## src/rtl/scm_pkg.sv

```systemverilog
package scm_pkg;

  typedef enum logic {
    SRC_INTERNAL = 1'b0,
    SRC_EXTERNAL = 1'b1
  } clk_src_e;

  // bit clocks per word-select period for a format code
  function automatic int bits_per_frame(input logic [1:0] code);
    case (code)
      2'b00:   return 32;
      2'b01:   return 48;
      default: return 64;
    endcase
  endfunction

endpackage

```

## src/rtl/scm_sync.sv

```systemverilog
module scm_sync #(
  parameter int STAGES = 2
) (
  input  logic clk,
  input  logic rst_n,
  input  logic din,
  output logic level,
  output logic rise,
  output logic fall
);

  logic [STAGES-1:0] chain_q;
  logic              last_q;

  always_ff @(posedge clk or negedge rst_n) begin
    if (!rst_n) begin
      chain_q <= '0;
      last_q  <= 1'b0;
    end else begin
      chain_q <= {chain_q[STAGES-2:0], din};
      last_q  <= chain_q[STAGES-1];
    end
  end

  assign level = chain_q[STAGES-1];
  assign rise  = chain_q[STAGES-1] & ~last_q;
  assign fall  = ~chain_q[STAGES-1] & last_q;

endmodule

```

## src/rtl/scm_bclk_gen.sv

```systemverilog
module scm_bclk_gen #(
  parameter int MCLK_PER_LRCK = 384
) (
  input  logic       clk,
  input  logic       rst_n,
  input  logic [1:0] fmt,
  input  logic       lrck_edge,
  output logic       int_stb
);

  import scm_pkg::*;

  localparam int DIV_MAX = MCLK_PER_LRCK / 32;
  localparam int CW      = $clog2(DIV_MAX + 1);
  localparam logic [CW-1:0] DIV32 = CW'(MCLK_PER_LRCK / 32);
  localparam logic [CW-1:0] DIV48 = CW'(MCLK_PER_LRCK / 48);
  localparam logic [CW-1:0] DIV64 = CW'(MCLK_PER_LRCK / 64);

  logic [CW-1:0] div_sel;
  logic [CW-1:0] cnt_q;
  logic          wrap;

  always_comb begin
    case (bits_per_frame(fmt))
      32:      div_sel = DIV32;
      48:      div_sel = DIV48;
      default: div_sel = DIV64;
    endcase
  end

  // wrap also covers a format change that leaves cnt beyond the new limit
  assign wrap    = (cnt_q >= div_sel - CW'(1));
  assign int_stb = lrck_edge | wrap;

  always_ff @(posedge clk or negedge rst_n) begin
    if (!rst_n)          cnt_q <= '0;
    else if (int_stb)    cnt_q <= '0;
    else                 cnt_q <= cnt_q + CW'(1);
  end

endmodule

```

## src/rtl/scm_mode_fsm.sv

```systemverilog
module scm_mode_fsm #(
  parameter int EDGE_THRESH  = 16,
  parameter int IDLE_PERIODS = 2,
  parameter int PH_W         = $clog2(EDGE_THRESH + 1)
) (
  input  logic            clk,
  input  logic            rst_n,
  input  logic            sclk_rise,
  input  logic            lrck_edge,
  input  logic            lrck_rise,
  output logic            ext_mode,
  output logic [PH_W-1:0] ph_cnt
);

  import scm_pkg::*;

  localparam int IW = $clog2(IDLE_PERIODS + 2);
  localparam logic [PH_W-1:0] TH  = PH_W'(EDGE_THRESH);
  localparam logic [IW-1:0]   LIM = IW'(IDLE_PERIODS + 1);

  clk_src_e        src_q;
  logic [PH_W-1:0] ph_q, ph_d;
  logic [IW-1:0]   idle_q;
  logic            idle_expire;

  always_comb begin
    if (lrck_edge)                    ph_d = sclk_rise ? PH_W'(1) : '0;
    else if (sclk_rise && ph_q != TH) ph_d = ph_q + PH_W'(1);
    else                              ph_d = ph_q;
  end

  assign idle_expire = !sclk_rise && lrck_rise && (idle_q == LIM - IW'(1));

  always_ff @(posedge clk or negedge rst_n) begin
    if (!rst_n) begin
      ph_q   <= '0;
      idle_q <= '0;
      src_q  <= SRC_INTERNAL;
    end else begin
      ph_q <= ph_d;
      if (sclk_rise)                       idle_q <= '0;
      else if (lrck_rise && idle_q != LIM) idle_q <= idle_q + IW'(1);
      if (ph_d == TH)                      src_q <= SRC_EXTERNAL;
      else if (idle_expire)                src_q <= SRC_INTERNAL;
    end
  end

  assign ext_mode = (src_q == SRC_EXTERNAL);
  assign ph_cnt   = ph_q;

endmodule

```

## src/rtl/sclk_mode_detect.sv

```systemverilog
module sclk_mode_detect #(
  parameter int MCLK_PER_LRCK = 384,
  parameter int EDGE_THRESH   = 16,
  parameter int IDLE_PERIODS  = 2,
  parameter int SYNC_STAGES   = 2
) (
  input  logic       clk,
  input  logic       rst_n,
  input  logic       sclk_in,
  input  logic       lrck_in,
  input  logic [1:0] fmt,
  output logic       ext_mode,
  output logic       bit_stb,
  output logic       frame_stb
);

  localparam int PH_W = $clog2(EDGE_THRESH + 1);

  logic            sclk_lvl, sclk_rise, sclk_fall;
  logic            lrck_lvl, lrck_rise, lrck_fall;
  logic            lrck_edge;
  logic            int_stb;
  logic [PH_W-1:0] ph_cnt;

  scm_sync #(.STAGES(SYNC_STAGES)) u_sclk_sync (
    .clk(clk), .rst_n(rst_n), .din(sclk_in),
    .level(sclk_lvl), .rise(sclk_rise), .fall(sclk_fall)
  );

  scm_sync #(.STAGES(SYNC_STAGES)) u_lrck_sync (
    .clk(clk), .rst_n(rst_n), .din(lrck_in),
    .level(lrck_lvl), .rise(lrck_rise), .fall(lrck_fall)
  );

  assign lrck_edge = lrck_rise | lrck_fall;

  scm_bclk_gen #(.MCLK_PER_LRCK(MCLK_PER_LRCK)) u_bclk (
    .clk(clk), .rst_n(rst_n), .fmt(fmt),
    .lrck_edge(lrck_edge), .int_stb(int_stb)
  );

  scm_mode_fsm #(
    .EDGE_THRESH(EDGE_THRESH), .IDLE_PERIODS(IDLE_PERIODS), .PH_W(PH_W)
  ) u_fsm (
    .clk(clk), .rst_n(rst_n), .sclk_rise(sclk_rise),
    .lrck_edge(lrck_edge), .lrck_rise(lrck_rise),
    .ext_mode(ext_mode), .ph_cnt(ph_cnt)
  );

  assign bit_stb   = ext_mode ? sclk_rise : int_stb;
  assign frame_stb = lrck_rise;

endmodule

```

## config.mk

```make
export PLATFORM = sky130hd
export DESIGN_NAME = sclk_mode_detect
export DESIGN_NICKNAME = d
export VERILOG_FILES = /design/src/rtl/scm_pkg.sv /design/src/rtl/scm_sync.sv /design/src/rtl/scm_bclk_gen.sv /design/src/rtl/scm_mode_fsm.sv /design/src/rtl/sclk_mode_detect.sv
export SDC_FILE = /design/constraint.sdc
export NUM_CORES = 1
export LEC_CHECK = 0
export BUFFER_PORTS_ARGS = -buffer_cell sky130_fd_sc_hd__buf_2
export CORE_AREA = 2 2 51 53
export CTS_BUF_LIST = sky130_fd_sc_hd__clkbuf_16
export DETAILED_ROUTE_END_ITERATION = 8
export DIE_AREA = 0 0 53 55
export SYNTH_ARGS = -nofsm -noshare
export SYNTH_HDL_FRONTEND = slang
export SYNTH_SLANG_ARGS = --single-unit
```

## constraint.sdc

```tcl
create_clock -name clk -period 2.2 [get_ports clk]
set_input_delay 0.22 -clock clk [delete_from_list [all_inputs] [get_ports clk]]
set_output_delay 0.22 -clock clk [all_outputs]
set_load 0.1 [all_outputs]
```

== Word-level counts from Yosys, hierarchy flattened ==
Index checks and enable logic that the tools add are counted.
Word-level totals
  register bits: 18
  latch bits: 0
  bits in read-only memories: 0
  memory bits (writable): 0
  memories: 0
  output and inout bits: 3
Operators by class
  magnitude comparators: 1
  eq/ne operators: 7
  add/subtract/negate cells: 4
  div/mod/pow operators: 0
  shifts and indexed selects: 0
  multiplexer cells: 11
  multipliers: 0
  reductions and logical operators: 8
  bitwise gates (word level): 8
Operator list (number)
  7-bit by 6-bit equality test with 1-bit output (second input constant): 2
  7-bit case mux with 2 select lines: 1
  5-bit two-way mux: 2
  4-bit case mux with 2 select lines: 1
  5-bit by 1-bit adder with 5-bit output (second input constant): 1
  5-bit equality test (second input constant): 1
  5-bit inequality test (second input constant): 1
  4-bit by 1-bit adder with 4-bit output (second input constant): 1
  4-bit greater-or-equal comparator: 1
  1-bit logical AND: 4
  1-bit two-way mux: 4
  2-bit two-way mux: 2
  4-bit two-way mux: 1
  2-bit nonzero test: 2
  4-bit by 1-bit subtractor with 4-bit output (second input constant): 1
  1-bit bitwise AND: 3
  1-bit NOT: 3
  2-bit by 1-bit adder with 2-bit output (second input constant): 1
  2-bit by 1-bit equality test with 1-bit output (second input constant): 1
  2-bit equality test (second input constant): 1
  2-bit zero test: 1
  2-bit inequality test (second input constant): 1
  1-bit OR: 2
  1-bit zero test: 1

== Logic depth before layout (Yosys ltp) ==
Gate-level depths: netlist of the first run.
  depth in word-level cells: 8
  depth in mapped cells: 7
  mapped depth without buffers: 6

== Modules after synthesis ==
Synthesis of the first run repeated with hierarchy kept, for this count alone.
Second synthesis, totals
  cell total of the unflattened synthesis: 81
  area, all modules: 912.1 um2
By module, submodules not included
  scm_mode_fsm: area an instance 475.5 um2, sequential area each 200.2 um2, cells an instance 46, instances 1
  scm_bclk_gen: area an instance 235.2 um2, sequential area each 100.1 um2, cells an instance 23, instances 1
  scm_sync: area an instance 90.1 um2, sequential area each 75.1 um2, cells an instance 5, instances 2
  sclk_mode_detect: area an instance 21.3 um2, sequential area each 0.0 um2, cells an instance 2, instances 1

== Worst setup path before layout of the first run ==
No wires, ideal clock.
  path type: in2out
  start point: input fmt[1]
  end point: output bit_stb
  arrival: 1.715 ns
  slack: 0.265 ns
  stages: 5
  data required time: 1.980 ns
  path buffers: 0
  cell sequence: or2_2 ha_1 inv_1 o21ai_0 mux2_2
On the way
  cells in the longest elaborated chain, start to end: 8
RTL lines
  start: declaration: line sclk_mode_detect.sv:11  | input logic [1:0] fmt,
  2-bit by 1-bit equality test with 1-bit output or 2-bit zero test (tied branches): line scm_pkg.sv:10  | case (code)
  7-bit case mux with 2 select lines *: line scm_pkg.sv:10
  7-bit by 6-bit equality test with 1-bit output: line scm_bclk_gen.sv:24  | case (bits_per_frame(fmt))
  4-bit case mux with 2 select lines *: line scm_bclk_gen.sv:24
  4-bit by 1-bit subtractor with 4-bit output *: line scm_bclk_gen.sv:32  | assign wrap = (cnt_q >= div_sel - CW'(1));
  4-bit greater-or-equal comparator *: line scm_bclk_gen.sv:32
  1-bit OR *: line scm_bclk_gen.sv:33  | assign int_stb = lrck_edge | wrap;
  1-bit two-way mux *: line sclk_mode_detect.sv:50  | assign bit_stb = ext_mode ? sclk_rise : int_stb;
  end: declaration: line sclk_mode_detect.sv:13  | output logic bit_stb,
Every way passes the cells marked *; elsewhere a longest branch is shown, timed or not.

== Final worst setup path of the first run ==
  start point: register u_bclk.cnt_q[1]
  end point: output bit_stb
On the way
  cells in the longest elaborated chain, start to end: 3
RTL lines
  start: declaration: line scm_bclk_gen.sv:20  | logic [CW-1:0] cnt_q;
  start signal: assignment: line scm_bclk_gen.sv:38  | else cnt_q <= cnt_q + CW'(1);
  4-bit greater-or-equal comparator: line scm_bclk_gen.sv:32
  1-bit OR: line scm_bclk_gen.sv:33
  1-bit two-way mux: line sclk_mode_detect.sv:50
No other way between the ends.

==> flow_metrics.env, run 1 <==
export IMPL_status="finished clean"
export IMPL_ir_drop_mv=0.4910
export IMPL_cpPeakStageDelay_ns=0.40
export IMPL_grt_ovfl_total=0
export IMPL_setup_tns_ns=0
export IMPL_syn_nets=98
export IMPL_dpl_worst_slack_ns=0.3821
export IMPL_cp_arrival_ns=1.83
export IMPL_avgViaCountPerCell=4.738
export IMPL_hpwl_mm=1.102
export IMPL_fin_worst_skew_ns=0.0008595
export IMPL_seq_area_frac_synth_pct=49.38
export IMPL_hold_viol=0
export IMPL_synth_area_per_cell_um2=10.99
export IMPL_synth_edf_count=0
export IMPL_n_antenna_cell=0
export IMPL_slowest_stage="dfrtp_1"
export IMPL_holdPathStages=1
export IMPL_dr_pass1_iters=4
export IMPL_clk_latency_ns=0.24
export IMPL_setup_viol=0
export IMPL_r2r_cells=5
export IMPL_holdPathEnd="u_sclk_sync.chain_q[0]"
export IMPL_clkTransAtPathRegs_ns=0.05
export IMPL_power_density_nw_per_um2=844.5
export IMPL_nFillCells=228
export IMPL_wl_per_cell_um=11.65
export IMPL_fin_nets=112
export IMPL_path_cells="ha_1 -> a21o_1 -> a21oi_1 -> o21ai_0 -> mux2_2 -> buf_12"
export IMPL_synthesis_area_um2=912.1
export IMPL_root_buffer="clkbuf_16"
export IMPL_num_vias=597
export IMPL_die_h_um=55
export IMPL_cts_inserted_buffers=3
export IMPL_fmax_ghz=0.4885
export IMPL_drtIter0Drc=4
export IMPL_hold_class="input port to flop"
export IMPL_maxCapViolCount=0
export IMPL_path_buf_inv=1
export IMPL_rsz0062_at_grt="false"
export IMPL_path_class="flop to output pin"
export IMPL_leakage_uw=0.0005596
export IMPL_fin_area_um2=1097
export IMPL_io_pins=9
export IMPL_drv_slew=0
export IMPL_synth_ff_type="dfrtp_1"
export IMPL_antenna_found_initial=0
export IMPL_grt_usage_pct=12.25
export IMPL_grt_max_degree=19
export IMPL_drive_above_1_share_pct=22.92
export IMPL_dieArea_um2=2915
export IMPL_clockBufferDepth=2
export IMPL_cp_max_fo=3
export IMPL_tightestPinTransition_ns=0.4830
export IMPL_cp_end_kind="output pin"
export IMPL_cp_start_kind="flop"
export IMPL_worst_hold_startpoint="sclk_in"
export IMPL_async_reset_ff_share_pct=100.0
export IMPL_placed_cell_area_um2=1008
export IMPL_postRouteWirelength_mm=1.468
export IMPL_r2r_start="u_fsm.ph_cnt[0]"
export IMPL_post_cts_setup_buffers=0
export IMPL_fin_ws_ns=0.1529
export IMPL_cts_tree="built"
export IMPL_core_area_um2=2365
export IMPL_syn_to_final_growth_pct=20.30
export IMPL_regToRegSetupSlack_ns=0.64
export IMPL_period_needed_ns=2.047
export IMPL_r2r_end="u_fsm.ext_mode"
export IMPL_die_w_um=53
export IMPL_cp_top_family="compound AO/OA/AOI/OAI gates"
export IMPL_num_rows=18
export IMPL_critPathRequiredTime_ns=1.98
export IMPL_htreeDepth=1
export IMPL_grt_pass1_wl_mm=2.490
export IMPL_start_util_pct=38.57
export IMPL_place_gp_congestion=0.7848
export IMPL_grt_pass1_vias=613
export IMPL_ant_nets=0
export IMPL_synth_seq_cells=18
export IMPL_drc=0
export IMPL_slew_headroom_pct=68.02
export IMPL_io_buffers=8
export IMPL_clock_sinks=18
export IMPL_synth_distinct_cells=29
export IMPL_fin_crit_sh_pct=93.05
export IMPL_syn_inst=83
export IMPL_synth_warnings=0
-- final cells by class --
class	instances	area (µm²)	area share [%]
Clock buffer	3	75.07	6.842
Timing Repair Buffer	11	80.08	7.298
Clock inverter	1	3.754	0.3421
Tap cell	30	37.54	3.421
Sequential cell	18	450.4	41.05
Multi-Input combinational cell	55	420.4	38.31
Inverter	8	30.03	2.737
-- power by group --
part | internal (µW) | total [µW] | switching [µW]
Clock | 241 | 353 | 112
Sequential | 364 | 391 | 26.4
Combinational | 78.5 | 183 | 104
Total | 684 | 927 | 243
-- worst max-delay path by stage --
stage / from / end / slack (ns) / cells after the start
after global routing: u_bclk.cnt_q[1] / bit_stb / 0.04 / 6
after CTS: u_bclk.cnt_q[1] / bit_stb / 0.13 / 6
after detailed placement: fmt[1] / bit_stb / 0.38 / 8
after global placement: fmt[1] / bit_stb / 0.39 / 8
after floorplan: fmt[1] / bit_stb / 0.27 / 5
final: u_bclk.cnt_q[1] / bit_stb / 0.15 / 6
-- metrics by stage --
step / std cells / hold WS [ns] / total power [µW] / util (%)
after floorplan: 83 / -0.07559 / 523.3 / -
after global placement: 121 / 0.1680 / 573.1 / 42.65
after detailed placement: 121 / 0.1754 / 581.0 / 42.65
after CTS: 126 / 0.07641 / 942.4 / 46.40
after global routing: 126 / 0.07053 / 985.2 / 46.40
final: 126 / 0.08119 / 926.7 / 46.40
-- cell usage after synthesis, drive strengths merged (2+ instances only) --
library cell  count  area share [%]
nand2b            2             1.4
nand2             3             1.2
a21oi             4             2.2
and2              2             1.5
inv               8             3.3
dfrtp            18              49
nor2              9             3.7
mux2i             3             3.3
nor2b             4             3.6
ha                9              12
o21ai             3             1.6
xnor2             3             2.9
-- metal layers --
layer	part of all wire (%)	track usage, %
met2	53	21.25
met1	43	13.75
met4	1.8	8.120
met5	0	0
met3	1.4	2.419
-- what timing repair did --
item | CTS | global route
hold buffers | 1 | 0
hold endpoints to repair | 18 | 0
gates resized for setup | 0 | 0
-- sequential cells by signal, summed over array words and instances (netlist names) --
signal               count
u_sclk_sync.chain_q      2
u_fsm.ext_mode           1
u_bclk.cnt_q             4
u_lrck_sync.last_q       1
u_lrck_sync.chain_q      2
u_fsm.idle_q             2
u_sclk_sync.last_q       1
u_fsm.ph_cnt             5
-- cells by family (layout without fill, tap and decap cells) --
group           Yosys count  after routing  synth area share [%]
flops                    18             18                 49.38
compound gates           11             11                 8.780
xor+xnor                  4              4                 3.842
mux                       4              4                 4.527
fa+ha+maj                 9              9                 12.35
simple gates             27             27                 16.60
buf+inv                  10             23                 4.527
-- layout by cell type (no fill, tap or decap), drive strengths merged, types with 2 or more instances in the layout --
| master | n |
|---|---|
| a21oi | 4 |
| and2 | 2 |
| buf | 10 |
| clkbuf | 3 |
| dfrtp | 18 |
| ha | 9 |
| inv | 8 |
| mux2i | 3 |
| nand2 | 3 |
| nand2b | 2 |
| nor2 | 9 |
| nor2b | 4 |
| o21ai | 3 |
| xnor2 | 3 |
Note: power is estimated with default switching activity, not from simulation.
==> inputs of run 2 (changes only) <==
--- a/config.mk
+++ b/config.mk
@@ -5,11 +5,12 @@
 export SDC_FILE = /design/constraint.sdc
 export NUM_CORES = 1
 export LEC_CHECK = 0
-export BUFFER_PORTS_ARGS = -buffer_cell sky130_fd_sc_hd__buf_2
-export CORE_AREA = 2 2 51 53
+export CORE_AREA = 2 2 64 42
 export CTS_BUF_LIST = sky130_fd_sc_hd__clkbuf_16
 export DETAILED_ROUTE_END_ITERATION = 8
-export DIE_AREA = 0 0 53 55
+export DIE_AREA = 0 0 66 44
+export DONT_BUFFER_PORTS = 1
+export SKIP_LAST_GASP = 1
 export SYNTH_ARGS = -nofsm -noshare
 export SYNTH_HDL_FRONTEND = slang
 export SYNTH_SLANG_ARGS = --single-unit
==> run 2 against run 1 <==
Sequential power hardly changed; design area is 0.11% lower; clock power is 1% higher; sequential share of layout area hardly changed; fmax is 2.0% lower; combinational power hardly changed; power is 0.58% higher; flip-flop and latch count stayed put; highest routed layer unchanged.
==> flow_metrics.env, run 2 (synthesis gave the netlist of run 1 again) <==
export IMPL_status="finished clean"
export IMPL_dieArea_um2=2904
export IMPL_path_class="flop to output pin"
export IMPL_drv_slew=0
export IMPL_die_w_um=66
export IMPL_busiest_layer="met2"
export IMPL_cts_tree="built"
export IMPL_period_needed_ns=2.089
export IMPL_place_gp_congestion=0.8245
export IMPL_fin_worst_skew_ns=0.004321
export IMPL_hpwl_mm=1.113
export IMPL_clock_sinks=18
export IMPL_nFillCells=226
export IMPL_power_density_nw_per_um2=850.4
export IMPL_n_antenna_cell=0
export IMPL_htreeDepth=1
export IMPL_layout_commonest_cell="dfrtp_1"
export IMPL_avgViaCountPerCell=4.677
export IMPL_cts_inserted_buffers=3
export IMPL_setup_tns_ns=0
export IMPL_hold_class="flop to flop"
export IMPL_critPathRequiredTime_ns=1.98
export IMPL_root_buffer="clkbuf_16"
export IMPL_io_pins=9
export IMPL_drc=0
export IMPL_ant_nets=0
export IMPL_slew_headroom_pct=47.59
export IMPL_die_h_um=44
export IMPL_antenna_found_initial=0
export IMPL_cp_end_kind="output pin"
export IMPL_tightestPinTransition_ns=0.7836
export IMPL_num_vias=580
export IMPL_postRouteWirelength_mm=1.467
export IMPL_largest_reg_flops=5
export IMPL_drtIter0Drc=25
export IMPL_grt_max_degree=19
export IMPL_clkTransAtPathRegs_ns=0.05
export IMPL_io_buffers=0
export IMPL_core_area_um2=2347
export IMPL_fmax_ghz=0.4788
export IMPL_clk_latency_ns=0.25
export IMPL_grt_met2_usage_pct=19.39
export IMPL_drive_above_1_share_pct=18.48
export IMPL_cp_arrival_ns=1.87
export IMPL_grt_pass1_vias=576
export IMPL_fin_crit_sh_pct=94.94
export IMPL_hold_viol=0
export IMPL_setup_viol=0
export IMPL_maxCapViolCount=0
export IMPL_grt_met3_usage_pct=5.455
export IMPL_fin_cells=124
export IMPL_fin_nets=108
export IMPL_syn_to_final_growth_pct=20.16
export IMPL_dr_pass1_iters=4
export IMPL_ir_drop_mv=0.6464
export IMPL_rsz0062_at_grt="false"
export IMPL_met1_usage_pct=15.87
export IMPL_hold_slack_ns=0.3457
export IMPL_grt_usage_pct=12.26
export IMPL_cp_max_fo=5
export IMPL_leakage_uw=0.0005449
export IMPL_post_cts_setup_buffers=0
export IMPL_layout_common_cells="dfrtp_1 (18), nor2_1 (9), ha_1 (9)"
export IMPL_wl_per_cell_um=11.83
export IMPL_grt_ovfl_total=0
export IMPL_start_util_pct=38.86
export IMPL_dp_cells=117
export IMPL_grt_pass1_wl_mm=2.573
export IMPL_clockBufferDepth=2
export IMPL_num_rows=14
export IMPL_cp_start_kind="flop"
[run 2: cell count changes in the layout (fill, tap and decap cells not counted), sizes merged]
cell	delta
buf	-6
dlygate4sd3	+2
[run 2: path summary, 6_finish.rpt]
kind	start	end	slack, ns	cells past startpoint
max reg2reg	u_fsm.ph_cnt[0]	u_fsm.ext_mode	0.67	5
max in group asynchronous	rst_n	u_lrck_sync.last_q	1.21	1
min in group asynchronous	rst_n	u_sclk_sync.chain_q[1]	0.50	1
max	u_bclk.cnt_q[1]	bit_stb	0.11	6
min	u_sclk_sync.chain_q[0]	u_sclk_sync.chain_q[1]	0.35	0
min reg2reg	u_sclk_sync.chain_q[0]	u_sclk_sync.chain_q[1]	0.35	0
[run 2: timing repair]
| item | 4_1_cts | 5_1_grt |
|---|---|---|
| gates cloned | 0 | 0 |
| endpoints found under the hold margin | 20 | 0 |
| gates resized for setup | 1 | 1 |
| endpoints found under the setup margin | 1 | 1 |
| hold buffers | 3 | 0 |
[run 2: where the power goes]
| part | total [µW] | internal [µW] | switching, µW |
|---|---|---|---|
| combinational | 181 | 75.5 | 105 |
| sequential | 393 | 364 | 28.8 |
| clock | 358 | 241 | 117 |
| total | 932 | 681 | 251 |
[run 2: stage by stage]
step                      setup slack, ns  total power (µW)  instance area [µm²]  util, %
after floorplan                    0.2653             523.3                912.1        -
after global placement             0.3083             562.3                983.4    41.90
after detailed placement           0.2783             566.1                983.4    41.90
after CTS                         0.07419             944.2                 1092    46.54
after global routing             0.006710             991.9                 1096    46.70
final                              0.1112             932.1                 1096    46.70
[run 2: area by class of cell]
type	instances	area, µm²	area share (%)
Clock buffer	3	75.07	6.849
Timing Repair Buffer	7	72.57	6.621
Inverter	8	30.03	2.740
Sequential cell	18	450.4	41.10
Clock inverter	1	3.754	0.3425
Tap cell	32	40.04	3.653
Multi-Input combinational cell	55	424.2	38.70
[run 2: metal layers]
| layer | part of all wire (%) | wire, µm | vias to the layer above |
|---|---|---|---|
| li1 | - | - | 292 |
| met1 | 51 | 752 | 280 |
| met2 | 45 | 654 | 6 |
| met3 | 3.8 | 56 | 2 |
| met4 | 0.27 | 4 | 0 |
| met5 | 0 | 0 | - |
[run 2: worst max-delay path, stage by stage (launching register included)]
cell and delay [ns]:
dfrtp_1 0.41, ha_1 0.30, a21o_1 0.18, a21oi_1 0.17, o21ai_2 0.10, mux2_2 0.30
buf_12 0.17
==> inputs of run 3 (changes only) <==
--- a/config.mk
+++ b/config.mk
@@ -5,11 +5,12 @@
 export SDC_FILE = /design/constraint.sdc
 export NUM_CORES = 1
 export LEC_CHECK = 0
-export CORE_AREA = 2 2 64 42
+export CORE_AREA = 2 2 43 45
 export CTS_BUF_LIST = sky130_fd_sc_hd__clkbuf_16
 export DETAILED_ROUTE_END_ITERATION = 8
-export DIE_AREA = 0 0 66 44
+export DIE_AREA = 0 0 45 47
 export DONT_BUFFER_PORTS = 1
+export PLACE_DENSITY = 0.71
 export SKIP_LAST_GASP = 1
 export SYNTH_ARGS = -nofsm -noshare
 export SYNTH_HDL_FRONTEND = slang
==> run 3 against run 2 <==
Via count is 0.17% higher; fmax shrank 2.7%; critical path depth did not move; combinational power about the same.
==> flow_metrics.env, run 3 (synthesis gave the netlist of run 1 again) <==
export IMPL_nFillCells=134
export IMPL_period_needed_ns=2.146
export IMPL_regToRegSetupSlack_ns=0.66
export IMPL_fin_crit_sh_pct=97.53
export IMPL_setup_tns_ns=0
export IMPL_cp_max_fo=5
export IMPL_placed_cell_area_um2=964.7
export IMPL_start_util_pct=55.23
export IMPL_tightestPinTransition_ns=0.7621
export IMPL_grt_met2_usage_pct=29.71
export IMPL_dpl_worst_slack_ns=0.2101
export IMPL_wl_per_cell_um=13.72
export IMPL_fin_nets=108
export IMPL_die_w_um=45
export IMPL_cts_tree="built"
export IMPL_drtIter0Drc=5
export IMPL_rsz0062_at_grt="false"
export IMPL_antenna_found_initial=0
export IMPL_cts_inserted_buffers=3
export IMPL_leakage_uw=0.0005449
export IMPL_grt_ovfl_total=0
export IMPL_cp_arrival_ns=1.93
export IMPL_dieArea_um2=2115
export IMPL_grt_pass1_wl_mm=2.504
export IMPL_io_buffers=0
export IMPL_clkTransAtPathRegs_ns=0.05
export IMPL_hold_class="flop to flop"
export IMPL_layout_commonest_cell="dfrtp_1"
export IMPL_n_antenna_cell=0
export IMPL_status="finished clean"
export IMPL_grt_pass1_vias=577
export IMPL_path_cells="ha_1 -> a21o_1 -> a21oi_1 -> o21ai_2 -> mux2_2 -> buf_12"
export IMPL_layout_common_cells="dfrtp_1 (18), nor2_1 (9), ha_1 (9)"
export IMPL_cp_top_family="compound AO/OA/AOI/OAI gates"
export IMPL_worst_hold_startpoint="u_lrck_sync.chain_q[0]"
export IMPL_holdPathStages=0
export IMPL_met1_usage_pct=20.50
export IMPL_place_gp_congestion=0.7802
export IMPL_post_cts_setup_buffers=0
export IMPL_num_vias=581
export IMPL_fmax_ghz=0.4661
export IMPL_cp_start_kind="flop"
export IMPL_ant_nets=0
export IMPL_final_seq_area_um2=450.4
export IMPL_root_buffer="clkbuf_16"
export IMPL_slowest_stage="dfrtp_1"
export IMPL_fin_area_um2=1077
export IMPL_syn_to_final_growth_pct=18.11
export IMPL_holdPathEnd="u_lrck_sync.chain_q[1]"
export IMPL_maxCapViolCount=0
export IMPL_num_rows=15
export IMPL_drv_slew=0
export IMPL_clk_latency_ns=0.25
export IMPL_drc=0
export IMPL_postRouteWirelength_mm=1.495
export IMPL_hpwl_mm=1.132
export IMPL_path_class="flop to output pin"
export IMPL_r2r_cells=6
export IMPL_drive_above_1_share_pct=18.48
export IMPL_dp_cells=102
export IMPL_dr_pass1_iters=4
export IMPL_hold_viol=0
export IMPL_cp_end_kind="output pin"
export IMPL_fin_worst_skew_ns=0.002693
export IMPL_r2r_end="u_fsm.ext_mode"
export IMPL_die_h_um=47
export IMPL_fin_ws_ns=0.05432
export IMPL_cpPeakStageDelay_ns=0.41
export IMPL_path_buf_inv=1
export IMPL_multiInputGateArea_um2=424.2
export IMPL_slew_headroom_pct=49.03
export IMPL_core_area_um2=1652
export IMPL_grt_met3_usage_pct=2.308
export IMPL_clockBufferDepth=2
export IMPL_clock_sinks=18
export IMPL_busiest_layer="met2"
export IMPL_critPathRequiredTime_ns=1.98
export IMPL_setup_viol=0
export IMPL_fin_cells=109
export IMPL_avgViaCountPerCell=5.330
export IMPL_grt_max_degree=19
export IMPL_hold_slack_ns=0.3538
export IMPL_largest_reg_flops=5
export IMPL_io_pins=9
export IMPL_htreeDepth=1
export IMPL_grt_usage_pct=17.46
export IMPL_r2r_start="u_lrck_sync.chain_q[1]"
export IMPL_ir_drop_mv=0.6324
export IMPL_power_density_nw_per_um2=861.1
==> run 3: metal layers <==
metal	vias to the layer above	wire length (µm)
li1	292	-
met5	-	0
met3	2	19
met1	284	637
met4	0	13
met2	3	825
==> run 3: cell type report <==
class | instances | area share [%]
Clock inverter | 1 | 0.3484
Inverter | 8 | 2.787
Multi-Input combinational cell | 55 | 39.37
Clock buffer | 3 | 6.969
Sequential cell | 18 | 41.81
Timing Repair Buffer | 7 | 6.736
Tap cell | 17 | 1.974
==> run 3: worst max-delay path by stage <==
stage,slack (ns),to,startpoint,depth (start not counted)
2_1_floorplan,0.27,bit_stb,fmt[1],5
5_1_grt,0.02,bit_stb,u_bclk.cnt_q[1],6
3_3_place_gp,0.31,bit_stb,u_bclk.cnt_q[1],6
4_1_cts,0.04,bit_stb,u_bclk.cnt_q[1],6
3_5_place_dp,0.21,bit_stb,u_bclk.cnt_q[1],6
6_report,0.05,bit_stb,u_bclk.cnt_q[1],6
==> run 3: through the flow <==
| stage | total power [µW] | utilization (%) |
|---|---|---|
| floorplan | 523.3 | - |
| global placement | 557.8 | 58.41 |
| detailed placement | 567.4 | 58.41 |
| CTS | 938.7 | 65.00 |
| global route | 974.5 | 65.23 |
| finish | 927.7 | 65.23 |
==> run 3: worst register-to-register path, cell delays in order (launching register included) <==
cell	delay, ns
dfrtp_1	0.38
ha_1	0.32
buf_4	0.16
nand2_1	0.07
nor3_1	0.14
mux2i_1	0.12
o41ai_2	0.24
==> run 3: power breakdown <==
part	internal [µW]	switching [µW]	leakage (µW)
Combinational	76.4	105	0.000275
Sequential	365	27.5	0.000231
Clock	241	113	0.0000385
==> run 3: repair_timing <==
| action | CTS | global route |
|---|---|---|
| hold buffers | 3 | 0 |
| setup endpoints to repair | 1 | 1 |
| endpoints found under the hold margin | 20 | 0 |
| gates resized for setup | 1 | 1 |
